--- src/rtl/pin_func_steer.sv ---
module pin_func_steer #(
  parameter int NUM_FUNC = 8,
  parameter int NUM_PIN  = 20,
  parameter int ADDR_W   = 4,
  parameter logic [ADDR_W-1:0] SEL_ADDR = 4'd5,
  localparam int PIN_W = $clog2(NUM_PIN),
  parameter logic [NUM_FUNC*PIN_W-1:0] PRI_MAP =
    {5'd7, 5'd6, 5'd5, 5'd4, 5'd3, 5'd2, 5'd1, 5'd0},
  parameter logic [NUM_FUNC*PIN_W-1:0] ALT_MAP =
    {5'd15, 5'd14, 5'd13, 5'd12, 5'd11, 5'd10, 5'd9, 5'd8}
) (
  input  logic                clk,
  input  logic                rst_n,
  input  logic                wr_en,
  input  logic [ADDR_W-1:0]   wr_addr,
  input  logic [NUM_FUNC-1:0] wr_data,
  input  logic [NUM_PIN-1:0]  gpio_lat,
  input  logic [NUM_PIN-1:0]  gpio_oe,
  input  logic [NUM_FUNC-1:0] periph_en,
  input  logic [NUM_FUNC-1:0] periph_dat,
  output logic [NUM_PIN-1:0]  pin_dout,
  output logic [NUM_PIN-1:0]  pin_oe
);

  logic [NUM_FUNC-1:0] sel_q;
  logic                sel_wr;

  assign sel_wr = wr_en && (wr_addr == SEL_ADDR);

  always_ff @(posedge clk or negedge rst_n)
    if (!rst_n)      sel_q <= '0;
    else if (sel_wr) sel_q <= wr_data;

  function automatic logic [PIN_W-1:0] target(input int f, input logic alt);
    return alt ? ALT_MAP[f*PIN_W +: PIN_W] : PRI_MAP[f*PIN_W +: PIN_W];
  endfunction

  // Lower function index wins if a custom map ever shares a pin.
  always_comb begin
    pin_dout = gpio_lat;
    pin_oe   = gpio_oe;
    for (int f = NUM_FUNC - 1; f >= 0; f--) begin
      if (periph_en[f]) begin
        pin_dout[target(f, sel_q[f])] = periph_dat[f];
        pin_oe[target(f, sel_q[f])]   = 1'b1;
      end
    end
  end

  p_reset_r1: assert property (@(posedge clk) !rst_n |=> sel_q == '0);

  p_sel_load_r2: assert property (@(posedge clk) disable iff (!rst_n)
    sel_wr |=> sel_q == $past(wr_data));

  p_sel_hold_r9: assert property (@(posedge clk) disable iff (!rst_n)
    !sel_wr |=> $stable(sel_q));

  // The checks below assume the candidate pins of different functions do not overlap.
  for (genvar g = 0; g < NUM_FUNC; g++) begin : g_chk
    localparam int PP = int'(PRI_MAP[g*PIN_W +: PIN_W]);
    localparam int AP = int'(ALT_MAP[g*PIN_W +: PIN_W]);

    p_pri_ovr_r3: assert property (@(posedge clk) disable iff (!rst_n)
      periph_en[g] && !sel_q[g] |-> pin_oe[PP] && pin_dout[PP] == periph_dat[g]);

    p_alt_ovr_r4: assert property (@(posedge clk) disable iff (!rst_n)
      periph_en[g] && sel_q[g] |-> pin_oe[AP] && pin_dout[AP] == periph_dat[g]);

    p_unsel_r5: assert property (@(posedge clk) disable iff (!rst_n)
      periph_en[g] |->
        (sel_q[g] ? (pin_dout[PP] == gpio_lat[PP] && pin_oe[PP] == gpio_oe[PP])
                  : (pin_dout[AP] == gpio_lat[AP] && pin_oe[AP] == gpio_oe[AP])));

    p_idle_r6: assert property (@(posedge clk) disable iff (!rst_n)
      !periph_en[g] |-> pin_dout[PP] == gpio_lat[PP] && pin_oe[PP] == gpio_oe[PP] &&
                        pin_dout[AP] == gpio_lat[AP] && pin_oe[AP] == gpio_oe[AP]);
  end

endmodule

--- config.mk ---
export PLATFORM = sky130hd
export DESIGN_NAME = pin_func_steer
export DESIGN_NICKNAME = d
export VERILOG_FILES = /design/src/rtl/pin_func_steer.sv
export SDC_FILE = /design/constraint.sdc
export NUM_CORES = 1
export LEC_CHECK = 0
export BUFFER_PORTS_ARGS = -buffer_cell sky130_fd_sc_hd__buf_4
export CORE_UTILIZATION = 27
export CTS_CLUSTER_DIAMETER = 60
export DETAILED_ROUTE_END_ITERATION = 10
export PLACE_DENSITY_LB_ADDON = 0.15
export SLEW_MARGIN = 20
export SYNTH_ARGS = -nofsm -noshare
export SYNTH_HDL_FRONTEND = slang
export SYNTH_SLANG_ARGS = --single-unit
--- constraint.sdc ---
create_clock -name clk -period 0.9 [get_ports clk]
set_clock_uncertainty 0.15 [all_clocks]
set_input_delay 0.045 -clock clk [delete_from_list [all_inputs] [get_ports clk]]
set_output_delay 0.045 -clock clk [all_outputs]
set_load 0.005 [all_outputs]
Yosys cells after proc, flatten, opt, wreduce, memory -nomap -nowiden:

Index checks and enable logic that the tools add are counted.

* word-level logic and storage cells: 83
* register bits: 8
* input bits: 71
* output and inout bits: 40

* equality and inequality tests: 1
* reductions and logical operators: 9
* multiplexer cells: 48
* bitwise operators: 8
* order comparisons: 16

Operators with widths (count)
* 20-bit 2-to-1 mux: 16
* 20-bit bitwise mux: 8
* 20-bit OR: 8
* 4-bit by 6-bit < comparator with 1-bit output (second input constant): 7
* 1-bit demux with 5-bit select: 8
* 4-bit 2-to-1 mux: 8
* 4-bit by 1-bit >= comparator with 1-bit output (second input constant): 7
* 1-bit logical AND: 9
* 1-bit 2-to-1 mux: 8
* 5-bit by 6-bit < comparator with 1-bit output (second input constant): 1
* 5-bit by 1-bit >= comparator with 1-bit output (second input constant): 1
* 4-bit by 3-bit == test with 1-bit output (second input constant): 1

Longest topological paths before layout:

* depth in word-level cells: 21
* depth in mapped cells: 3
* gate-level depth less buffers: 3

Least setup slack after synthesis:

OpenSTA, ideal clock, no wires.

* path type: input port to flip-flop
* start: input port wr_addr[3]
* end: register sel_q[0]
* cell stages on the path: 3
* library setup time: 125 ps
* slack: -85 ps
* arrival: 710 ps
* buffers on the path: 0
* data required time: 625 ps
* cell sequence: nand4b_4 > nor2_8 > mux2_2

* word-level cells in the longest chain between the ends: 2

Ends and longest elaborated chain
* start: declaration: line 15 `input logic [ADDR_W-1:0] wr_addr,`
* 4-bit by 3-bit == test with 1-bit output: line 28 `assign sel_wr = wr_en && (wr_addr == SEL_ADDR);`
* 1-bit logical AND: line 28
* end signal: assignment: line 32 `else if (sel_wr) sel_q <= wr_data;`
* end: declaration: line 25 `logic [NUM_FUNC-1:0] sel_q;`

No other way between the ends.
A chain may end at the register's enable or synchronous reset.

Worst setup path in the final report:

* start: register sel_q[3]
* end: output port pin_dout[3]

* word-level cells in the longest chain between the ends: 13
* elaborated cells on any way between the ends: 14
* those cells by class: 2 x order compare; 11 x mux; 1 x reduce/logical

Ends and longest elaborated chain
* 4-bit 2-to-1 mux *: line 35 `return alt ? ALT_MAP[f*PIN_W +: PIN_W] : PRI_MAP[f*PIN_W +: PIN_W];`
* 4-bit by 6-bit < comparator with 1-bit output (implied by the code) / 4-bit by 1-bit >= comparator with 1-bit output (equally long branches): line 44 `pin_dout[target(f, sel_q[f])] = periph_dat[f];`
* 1-bit logical AND (implied by the code): line 44
* 1-bit 2-to-1 mux (implied by the code): line 44
* 1-bit demux with 5-bit select *: line 44
* 20-bit bitwise mux *: line 44
* 20-bit 2-to-1 mux *: line 43 `if (periph_en[f]) begin`
* 20-bit bitwise mux: line 44
* 20-bit 2-to-1 mux *: line 43
* 20-bit bitwise mux: line 44
* 20-bit 2-to-1 mux *: line 43
* 20-bit bitwise mux: line 44
* 20-bit 2-to-1 mux *: line 43
* end: declaration: line 21 `output logic [NUM_PIN-1:0] pin_dout,`

Mark *: on every way between the ends. The rest lies on a longest branch, timed or not.

==> results summary <==
The flow ran to the end, but the final reports show violations. The final reports fail on hold timing, setup timing. The total power divided by cell area came out at 1090 nW/um^2. The slew of the pin with the lowest slew margin is 183 ps. The clock passes through at most 2 buffers.

Subtracting the final worst setup slack from the clock period gives 1430 ps. The total length of routed wires came out at 2540 um. At the worst endpoint, the required time is 700 ps. The worst setup path is captured at an output port. After synthesis the netlist holds a flip-flop and latch count of 8. Setup repair after global routing could not meet its margin everywhere.

Global routing consumed, over all layers together, 15.8% of the routing resources. The final worst-path setup slack is -527 ps. The initial utilization of the core area, before any placement, comes to 29.4%. The ratio of routed vias to standard cells came out at 4.54. The number of DRC markers in iteration 0 is 4. The setup violation total in the final timing report came out at 40.

The register area share after synthesis came out at 26.5%. The synthesized area per cell came out at 10.2 sq um. The insertion delay of the later-clocked pin in the worst-skew pair is 260 ps.

The number of antenna diodes in the final layout is 0. The synthesis warning total came out at 0. In the final layout, the registers with the most flip-flops are sel_q x8. Input and output buffers added on the ports amount to 94. The pin count of the biggest net entering global routing came out at 9. The count of cells in the finished layout, fillers not included, comes to 209. The share of final-layout standard cells stronger than drive strength 1 is 80.4%. The detailed-routing iteration count for the pre-antenna-repair pass is 4.

The synthesized netlist cell count came out at 74. The data arrival time at the worst-slack endpoint is 1230 ps. The layout overhead on the synthesized area is 138%. The CTS tree is built.

The number of clock buffers inserted by TritonCTS came out at 3. Across the run, the number of max-cap violations was 0. The largest individual stage delay along the critical path comes from the cell sky130_fd_sc_hd__dfrtp_1.

111 I/O pins were placed. The number of instances in the placed design is 193. The via count of the first global-routing pass came out at 823. The count of nets left with antenna violations once routing finished came out at 0. The class of the tightest hold or removal check is primary input to flop. The net total in the final layout is 252. Dividing the final minimum period by the clock period gives 159%.

The netlist area before placement is 754 sq um. The tree built by TritonCTS fans out to 8 sinks. The worst hold slack after final layout came out at -134 ps.

Synthesis produced a netlist with a net count of 145. The vertical extent of the die came out at 54.9 um. Counting flops per register, the top entry is sel_q.

The routed wire length per instance is 12.2 um. The number of rows created at floorplan is 18. The largest incremental delay on the critical path came out at 370 ps. The number of buffers added to fix hold violations after cts came out at 9. The area of the placeable core came out at 2570 sq um. The full die area is 3010 sq um.

The register with the most flip-flops in the layout has 8 of them. Traced cell by cell, the critical path runs through nand2b_4, mux2_2, buf_4. The clock transition at the registers of the reported paths is 60 ps. The global placer's final weighted congestion is 0.637. The global route total overflow is 0.

Of all nets on the critical path, the largest fanout is 3. The highest ir drop seen on vdd came out at 0.949 mV. In this run the clock root is driven by a sky130_fd_sc_hd__clkbuf_4.

The number of pins exceeding their max-slew limit in the final report was 0. The peak clock frequency supported by timing came out at 0.701 GHz. The number of library cell types mapped by synthesis came out at 8. In this run the tightest slew margin relative to its limit is 87.8%. The worst setup path is launched from a flop.

The level count of the clock H-tree came out at 1. The routed layout has 949 vias. The final-report hold violation count is 16. In this run the horizontal extent of the chip is 54.9 um.

After detailed routing, the number of remaining DRC violations is 0. The first-pass GRT wire length came out at 3280 um. The initial antenna violation count is 0. The worst setup path is of the flop to output port kind. The leakage power total is 0.978 nW.
[cells by family (layout without fill, tap and decap cells)]
logic type	count (synthesis)	after routing	share of synthesized area (%)
simple gates	34	34	29.7
mux	24	24	35.8
flops	8	8	26.5
buf+inv	8	113	7.96
[placed cells by master, fill, tap and decap left out]
cell                            count
sky130_fd_sc_hd__nand2b_4           8
sky130_fd_sc_hd__buf_4             86
sky130_fd_sc_hd__dfrtp_1            8
sky130_fd_sc_hd__nand2_2            6
sky130_fd_sc_hd__clkbuf_4           3
sky130_fd_sc_hd__mux2_4            17
sky130_fd_sc_hd__mux2_2             7
sky130_fd_sc_hd__nand2b_1          16
sky130_fd_sc_hd__nand2_1            2
sky130_fd_sc_hd__nor2_8             1
sky130_fd_sc_hd__buf_6             15
sky130_fd_sc_hd__dlygate4sd3_1      9
sky130_fd_sc_hd__nand4b_4           1
[worst max-delay path, delay by kind of cell (launching register included)]
family / cells / cell delay [ps]
AND/OR/NAND/NOR: 1 / 150
multiplexers: 1 / 320
flip-flops: 1 / 370
buffers and inverters: 1 / 130
[final cells by class]
cell class | count | area (sq um)
multi-input combinational | 58 | 633
fill | 204 | 769
clock buffer | 3 | 22.5
tap | 30 | 37.5
timing repair buffer | 110 | 905
sequential | 8 | 200
[metal layers]
layer	share of wire (%)	global-route usage (%)
met5	0	0
met1	32	14.7
met4	0	2.56
met2	56	31.9
met3	11	6.11
[power breakdown]
group	total [mW]	leakage (nW)	switching (mW)	internal, mW
clock network	0.283	0.0138	0.130	0.153
registers	0.516	0.0981	0.0717	0.445
logic	1.16	0.866	0.324	0.831
total	1.95	0.978	0.525	1.43
[what timing repair did]
| action | in CTS | in global routing |
|---|---|---|
| setup buffers | 2 | 5 |
| endpoints found under the setup margin | 40 | 40 |
| endpoints found under the hold margin | 24 | 16 |
| pin swaps | 2 | 5 |
| resized for setup | 12 | 19 |
[metrics by stage]
step	TNS (ps)	power [mW]	area, sq um	setup slack [ps]	util [%]
after CTS	-12910	1.87	1710	-525	66.7
final	-12810	1.95	1800	-527	70.0
after detailed placement	-5770	1.48	1550	-259	60.4
after floorplan	-1690	0.985	845	-84.7	-
after global routing	-14640	2.09	1800	-568	70.0
after global placement	-5530	1.45	1550	-253	60.4
[path summary, 6_finish.rpt]
kind | endpoint | cells after the start | startpoint | slack (ps)
setup / recovery | pin_dout[3] | 3 | sel_q[3] | -530
max in group asynchronous | sel_q[3] | 2 | rst_n | 480
hold reg to reg | sel_q[4] | 1 | sel_q[4] | 390
setup reg to reg | sel_q[3] | 2 | sel_q[3] | -150
hold / removal | sel_q[0] | 2 | wr_data[0] | -130
min in group asynchronous | sel_q[1] | 2 | rst_n | -10
[cells in the mapped netlist (all sizes together)]
| library cell | count | share of area [%] |
|---|---|---|
| buf | 8 | 8.0 |
| dfrtp | 8 | 27 |
| mux2 | 24 | 36 |
| nand2 | 8 | 4.0 |
| nand2b | 24 | 20 |
| nand4b | 1 | 3.2 |
| nor2 | 1 | 2.7 |
Note: power is estimated with default switching activity, not from simulation.
